File: config.mk
export PLATFORM = sky130hd
export DESIGN_NAME = kw_dfa_step
export DESIGN_NICKNAME = d
export VERILOG_FILES = /design/src/rtl/kw_dfa_pkg.sv /design/src/rtl/kw_edge_lookup.sv /design/src/rtl/kw_accept_map.sv /design/src/rtl/kw_dfa_step.sv
export SDC_FILE = /design/constraint.sdc
export NUM_CORES = 1
export LEC_CHECK = 0
export ABC_CLOCK_PERIOD_IN_PS = 2100
export BUFFER_PORTS_ARGS = -buffer_cell sky130_fd_sc_hd__buf_2
export CORE_AREA = 2 2 39 41
export CTS_CLUSTER_DIAMETER = 100
export CTS_CLUSTER_SIZE = 40
export DETAILED_ROUTE_END_ITERATION = 8
export DIE_AREA = 0 0 41 43
export SLEW_MARGIN = 25
export SYNTH_ARGS = -nofsm -noshare
export SYNTH_HDL_FRONTEND = slang
export SYNTH_SLANG_ARGS = --single-unit
export TNS_END_PERCENT = 10
File: constraint.sdc
create_clock -name clk -period 2.1 [get_ports clk]
set_input_delay 0.21 -clock clk [delete_from_list [all_inputs] [get_ports clk]]
set_output_delay 0.21 -clock clk [all_outputs]
set_load 0.005 [all_outputs]
File: src/rtl/kw_dfa_pkg.sv
package kw_dfa_pkg;
  localparam int CHAR_W  = 8;
  localparam int STATE_W = 3;
  localparam int ID_W    = 2;
  localparam int EDGE_W  = 2 * STATE_W + CHAR_W;
  localparam int ACC_W   = STATE_W + ID_W;
  localparam int FWD_N   = 7;
  localparam int JMP_N   = 12;
  localparam int ACC_N   = 2;
  localparam logic [STATE_W-1:0] ROOT = '0;

  // Edge record layout: {source state, character, destination state}
  function automatic logic [EDGE_W-1:0] mk_edge(int s, logic [CHAR_W-1:0] c, int d);
    logic [STATE_W-1:0] ss;
    logic [STATE_W-1:0] dd;
    ss = s[STATE_W-1:0];
    dd = d[STATE_W-1:0];
    return {ss, c, dd};
  endfunction

  // Accepting record layout: {state, keyword id}
  function automatic logic [ACC_W-1:0] mk_acc(int s, int id);
    logic [STATE_W-1:0] ss;
    logic [ID_W-1:0]    ii;
    ss = s[STATE_W-1:0];
    ii = id[ID_W-1:0];
    return {ss, ii};
  endfunction

  // Entry 0 sits in the lowest bits; lower index wins inside one table.
  localparam logic [FWD_N*EDGE_W-1:0] FWD_TBL = {
    mk_edge(6, "t", 7), mk_edge(5, "s", 6), mk_edge(4, "a", 5),
    mk_edge(0, "p", 4), mk_edge(2, "p", 3), mk_edge(1, "p", 2),
    mk_edge(0, "a", 1)
  };

  localparam logic [JMP_N*EDGE_W-1:0] JMP_TBL = {
    mk_edge(2, "p", 4),  // stale entry, shadowed by the extension table
    mk_edge(7, "p", 4), mk_edge(7, "a", 1), mk_edge(6, "p", 4),
    mk_edge(6, "a", 1), mk_edge(5, "p", 2), mk_edge(5, "a", 1),
    mk_edge(4, "p", 4), mk_edge(3, "p", 4), mk_edge(3, "a", 5),
    mk_edge(2, "a", 5), mk_edge(1, "a", 1)
  };

  localparam logic [ACC_N*ACC_W-1:0] ACC_TBL = {
    mk_acc(7, 1), mk_acc(3, 0)
  };
endpackage

File: src/rtl/kw_edge_lookup.sv
module kw_edge_lookup #(
  parameter int N  = 4,
  parameter int SW = 3,
  parameter int CW = 8,
  parameter logic [N*(2*SW+CW)-1:0] TBL = '0
) (
  input  logic [SW-1:0] cur,
  input  logic [CW-1:0] chr,
  output logic          hit,
  output logic [SW-1:0] dst
);
  localparam int EW = 2 * SW + CW;

  logic [N-1:0]  hv;
  logic [SW-1:0] dst_arr [N];

  for (genvar i = 0; i < N; i++) begin : g_ent
    localparam logic [EW-1:0] ENT = TBL[i*EW +: EW];
    localparam logic [SW-1:0] SRC = ENT[EW-1 -: SW];
    localparam logic [CW-1:0] CHR = ENT[SW+CW-1 -: CW];
    assign hv[i]      = (cur == SRC) && (chr == CHR);
    assign dst_arr[i] = ENT[SW-1:0];
  end

  // Lowest-index hit selects the destination.
  always_comb begin
    hit = 1'b0;
    dst = '0;
    for (int i = N - 1; i >= 0; i--) begin
      if (hv[i]) begin
        hit = 1'b1;
        dst = dst_arr[i];
      end
    end
  end
endmodule

File: src/rtl/kw_accept_map.sv
module kw_accept_map #(
  parameter int N  = 2,
  parameter int SW = 3,
  parameter int IW = 2,
  parameter logic [N*(SW+IW)-1:0] TBL = '0
) (
  input  logic [SW-1:0] st,
  output logic          acc,
  output logic [IW-1:0] id
);
  localparam int AW = SW + IW;

  logic [N-1:0]  hv;
  logic [IW-1:0] id_arr [N];

  for (genvar i = 0; i < N; i++) begin : g_acc
    localparam logic [AW-1:0] ENT = TBL[i*AW +: AW];
    assign hv[i]     = (st == ENT[AW-1 -: SW]);
    assign id_arr[i] = ENT[IW-1:0];
  end

  always_comb begin
    acc = 1'b0;
    id  = '0;
    for (int i = N - 1; i >= 0; i--) begin
      if (hv[i]) begin
        acc = 1'b1;
        id  = id_arr[i];
      end
    end
  end
endmodule

File: src/rtl/kw_dfa_step.sv
module kw_dfa_step
  import kw_dfa_pkg::*;
(
  input  logic               clk,
  input  logic               rst_n,
  input  logic               in_valid,
  output logic               in_ready,
  input  logic [CHAR_W-1:0]  in_char,
  output logic [STATE_W-1:0] state_o,
  output logic               match_valid_o,
  output logic [ID_W-1:0]    match_id_o
);
  logic               fire;
  logic               f_hit, j_hit, nxt_acc;
  logic [STATE_W-1:0] f_dst, j_dst, nxt;
  logic [ID_W-1:0]    nxt_id;
  logic [STATE_W-1:0] st_q;
  logic               mv_q;
  logic [ID_W-1:0]    id_q;

  assign in_ready = 1'b1;
  assign fire     = in_valid && in_ready;

  kw_edge_lookup #(.N(FWD_N), .SW(STATE_W), .CW(CHAR_W), .TBL(FWD_TBL)) u_fwd (
    .cur(st_q), .chr(in_char), .hit(f_hit), .dst(f_dst)
  );

  kw_edge_lookup #(.N(JMP_N), .SW(STATE_W), .CW(CHAR_W), .TBL(JMP_TBL)) u_jmp (
    .cur(st_q), .chr(in_char), .hit(j_hit), .dst(j_dst)
  );

  // Extension edge first, then jump edge, else back to root.
  always_comb begin
    if (f_hit)      nxt = f_dst;
    else if (j_hit) nxt = j_dst;
    else            nxt = ROOT;
  end

  kw_accept_map #(.N(ACC_N), .SW(STATE_W), .IW(ID_W), .TBL(ACC_TBL)) u_acc (
    .st(nxt), .acc(nxt_acc), .id(nxt_id)
  );

  always_ff @(posedge clk) begin
    if (!rst_n) begin
      st_q <= ROOT;
      mv_q <= 1'b0;
      id_q <= '0;
    end else if (fire) begin
      st_q <= nxt;
      mv_q <= nxt_acc;
      id_q <= nxt_id;
    end else begin
      mv_q <= 1'b0;
    end
  end

  assign state_o       = st_q;
  assign match_valid_o = mv_q;
  assign match_id_o    = id_q;

  p_hold_r3: assert property (@(posedge clk) disable iff (!rst_n)
    !in_valid |=> $stable(state_o));
  p_miss_root_r6: assert property (@(posedge clk) disable iff (!rst_n)
    (fire && !f_hit && !j_hit) |=> (state_o == ROOT));
  p_fwd_first_r7: assert property (@(posedge clk) disable iff (!rst_n)
    (fire && f_hit) |=> (state_o == $past(f_dst)));
  p_jump_r5: assert property (@(posedge clk) disable iff (!rst_n)
    (fire && !f_hit && j_hit) |=> (state_o == $past(j_dst)));
  p_strobe_src_r8: assert property (@(posedge clk) disable iff (!rst_n)
    match_valid_o |-> $past(in_valid));
  p_strobe_once_r9: assert property (@(posedge clk) disable iff (!rst_n)
    (match_valid_o && !in_valid) |=> !match_valid_o);
  p_ready_r2: assert property (@(posedge clk) disable iff (!rst_n)
    in_ready);
endmodule

# Yosys cells after proc, flatten, opt, wreduce, memory -nomap -nowiden
# Cells that the tools add are included.
# Widths: inputs -> output; s select.
# totals
wordCells	80
register_bits	6
output_inout_bits	7
# op_classes
mux	44
n_eq_ne	13
reduce_logical	20
# ops
operator	count
$mux 3	21
$eq 8x7->1 const B	4
$mux 1	23
$logic_and 1x1->1	18
$eq 3x3->1 const B	5
$eq 3x2->1 const B	3
$eq 3x1->1 const B	1
$logic_not 3->1	1
$reduce_and 2->1	1

# Longest topological paths before layout
# logic_depth
ltp_word	19
depth_mapped	5
depth_no_buf	5

# Hierarchy
# Synthesis repeated with hierarchy kept, for this count alone.
# unflattened
hier_cells	66
area_unflattened_um2	535.5
# modules_own_cells
module	area_each_um2	instances	cells_per_inst
kw_dfa_step	256.5	1	29
kw_edge_lookup (u_fwd)	148.9	1	18
kw_edge_lookup (u_jmp)	106.4	1	15
kw_accept_map	23.8	1	4

# Least setup slack after synthesis
# Ideal clock, no wire load.
# synth_path
path_type	register -> register
from	reg st_q[0] (netlist: state_o[0])
to	reg id_q[0] (netlist: match_id_o[0])
required_ns	2.033
path_stages_with_launch	6
slack_ns	0.477
period_less_slack_ns	1.623
t_arrival_ns	1.556
n_path_buf	0
cell_sequence	dfxtp_1 or3b_4 nor2_2 a21oi_1 or4_4 o21ai_2
# synth_between
elab_chain_len	19
word_cells_on_any_way	70
# synth_rtl
item	line	source
start, declared	kw_dfa_step.sv:17	logic [STATE_W-1:0] st_q;
start signal, assigned	kw_dfa_step.sv:49	st_q <= nxt;
$eq 3x2->1	kw_edge_lookup.sv:21	assign hv[i] = (cur == SRC) && (chr == CHR);
$logic_and 1x1->1	kw_edge_lookup.sv:21	
$mux 1 or $mux 3 (tied branches) (12 in a row)	kw_edge_lookup.sv:30	if (hv[i]) begin
$mux 3	kw_dfa_step.sv:35	else if (j_hit) nxt = j_dst;
$mux 3 *	kw_dfa_step.sv:34	if (f_hit) nxt = f_dst;
$eq 3x3->1	kw_accept_map.sv:18	assign hv[i] = (st == ENT[AW-1 -: SW]);
$mux 1	kw_accept_map.sv:26	if (hv[i]) begin
$mux 1 *	kw_accept_map.sv:26	
end signal, assigned	kw_dfa_step.sv:51	id_q <= nxt_id;
end, declared	kw_dfa_step.sv:19	logic [ID_W-1:0] id_q;
# Mark *: on every way between the ends. The rest lies on a longest branch, timed or not.
# A chain may end at the register's enable or synchronous reset.

# Worst setup path after layout
# Same ends and word-level chain as after synthesis.

==> impl_results.md <==
* DRT iter0 DRCs at 5
* Initial Util at roughly 27%
* Sink Count at 5
* Largest stage delay on the critical path at between 0.4 and 0.5 ns
* Fin nets at 75
* Remaining DRCs at 0
* Syn_nets at 57
* Synth Area in Compound Gates at 20.9%
* Crit path max fanout at 6
* Yosys warnings at 0
* Initial antenna violation count at 0
* Die area at roughly 1800 um2
* Async S/R FF share, synth at 0%
* Vias in the first global route at 297
* Worst Hold Class: primary input to register
* Clk Latency, worst-skew pair at between 0.2 and 0.25 ns
* GR Util All Layers at around 10%
* CTS tree: built
* Cts hold-fix bufs at 0
* Fin. max-slew vios at 0
* Via count at roughly 390
* Row cnt at 14
* Post-Synth XOR/XNOR Area at around 2.3%
* Core area at approximately 1400 um2
* Cell leakage power at approximately 0.00021 uW
* MaxCap Viol Count at 0
* Yosys top cell by area: dfxtp_1
* Die Ht at roughly 43 um
* First-pass GRT wire length at between 1000 and 1500 um
* Die width at 41 um
* Clock buffer depth at 2
* Routed Antenna Nets at 0
* WS Path Type: register to register
* Post-CTS Resized at 0
* Worst vdd ir at 214 uV
* N_diodes at 0
* Synthesized flop and latch total at 5
* Num CTS Buffers at 3
* Final setup TNS at 0 ns
* Pre-antenna DRT Iters at 3
* Multiplexer area fraction after synthesis at under 10%
* Area grow syn2layout at 28.1%
* Worst Path Arrival at roughly 1.9 ns
* Most common cell in the netlist: dfxtp_1
* Dpl hpwl at roughly 640 um
* Synth Area in Adders at 0%
* H-tree levels at 1
* Main synth FF type: dfxtp_1
* CTS Root Buffer Type: clkbuf_4
* Final Cycle Share at between 80% and 90%
* RSZ-0062 raised after global routing: false
* PD cells at 505 nW/um2
* Setup Skew at 0.000592 ns
* Clk pin slew, worst setup/hold paths at about 0.040 ns
* Wirelength, routed at roughly 780 um
* Io pins at 18
* DR WL/cell at ~9.9 um
* Seq/Total Area, Yosys at a little over a quarter
* Vias per cell at between 4 and 5
* R2r setup slk at 0.38 ns
* Synth top area cells: dfxtp_1, nand2b_1, o21ai_0
* Most common library cells after synthesis: dfxtp_1, nand2_1, nand2b_1, o21ai_0
* Instance count of the mapped netlist at 46
* Status: finished, final reports clean
* CP endpoint kind: register
* Total grt overflow at 0
* CP startpoint kind: register
* Synthesized area at about 380 um2
* RD Place Congestion at around 0.8
* Synth cell types at 29
* Worst Path Required at 2.28 ns
* Share of layout cells above drive strength 1 at between 40% and 50%
* Final setup vio count at 0
* Fmax at 580 MHz
* Final Hold Fails at 0
* Largest family of logic cells by synthesized area: simple AND/OR/NAND/NOR gates
* EDFF count, synth at 0
* CP max-delay cell: or4_4
* PortBufs at 15
* Simple-gate share of the synthesized area at 39.7%
* Top-area cell type share of the netlist area at between 20% and 30%
* Hold_ws at about 0.23 ns
* Largest net degree at the start of global routing at 9
* Avg Synthesized Cell Area at 8.21 um2
* Period minus WS final at approximately 1.7 ns
* Cell breakdown of the critical path: or3b_4 -> o22ai_2 -> a21oi_1 -> or4_4 -> o21ai_2
* Setup bufs post-CTS at 0
cells in the final DEF (no fill, tap or decap):
cell / instances
and4bb_1: 1
buf_2: 15
or4_4: 1
mux2i_1: 1
nand4bb_1: 1
nand3_1: 2
nand2b_1: 3
or2b_2: 1
a21oi_1: 2
conb_1: 2
inv_1: 2
o22ai_2: 1
nand3b_1: 1
o21ai_0: 3
o21ai_2: 1
o21ai_1: 1
clkbuf_1: 1
dfxtp_1: 5
xor2_1: 1
o22a_2: 1
clkbuf_4: 3
nand2_1: 4
and4bb_2: 1
nand4_1: 1
or3b_4: 1
nor2_2: 1
nor2_1: 2
nor2b_1: 1
o41a_1: 1
nor3_1: 1
a31oi_1: 1
flip-flops by register name (all words and copies together), names as in the netlist:
signal         count
state_o            3
match_id_o         1
match_valid_o      1
logic make-up (layout without fill, tap and decap cells):
group           count (synthesis)  after routing
compound gates                 11             11
buf+inv                         4             21
xor+xnor                        1              1
simple gates                   22             22
mux                             1              1
flops                           5              5
other cells                     2              2
where the power goes:
part	switching (uW)	total (uW)	internal (uW)
combinational	16.4	33.3	16.9
clock	38.5	110	71.8
sequential	3.71	101	97.2
per-layer routing:
metal | track usage, % | wire length, um | up-vias
li1 | - | - | 197
met2 | 11.3 | 314 | 14
met1 | 15.2 | 401 | 176
met3 | 3.66 | 61 | 2
met5 | 0 | 0 | -
met4 | 8.00 | 8 | 0
final cells by class:
cell class              count  area [um2]
fillers                   150         900
clock buffers               4        26.3
multi-input cells          37         255
inverters                   2        7.51
flip-flops and latches      5         100
well taps                  16        20.0
repair buffers             15        75.1
metrics by stage:
step | power (uW) | cell area (um2) | util (%) | std cells | setup slack [ns]
floorplan | 121 | 378 | - | 46 | 0.477
global placement | 136 | 458 | 33.1 | 75 | 0.417
detailed placement | 136 | 458 | 33.1 | 75 | 0.397
CTS | 249 | 484 | 35.0 | 79 | 0.376
global route | 261 | 484 | 35.0 | 79 | 0.275
finish | 245 | 484 | 35.0 | 79 | 0.376
path summary, 6_finish.rpt:
check                      from       endpoint  depth (start not counted)
hold reg to reg   match_id_o[0]  match_id_o[0]                          2
setup / recovery     state_o[0]  match_id_o[0]                          5
hold / removal         in_valid     state_o[2]                          2
setup reg to reg     state_o[0]  match_id_o[0]                          5
worst max-delay path: cells and delay by family (launching register included):
| family | cells | cell delay [ns] |
|---|---|---|
| and+or+nand+nor | 2 | 0.91 |
| DFF | 1 | 0.39 |
| AOI/OAI and AO/OA | 3 | 0.37 |
Note: power is estimated with default switching activity, not from simulation.
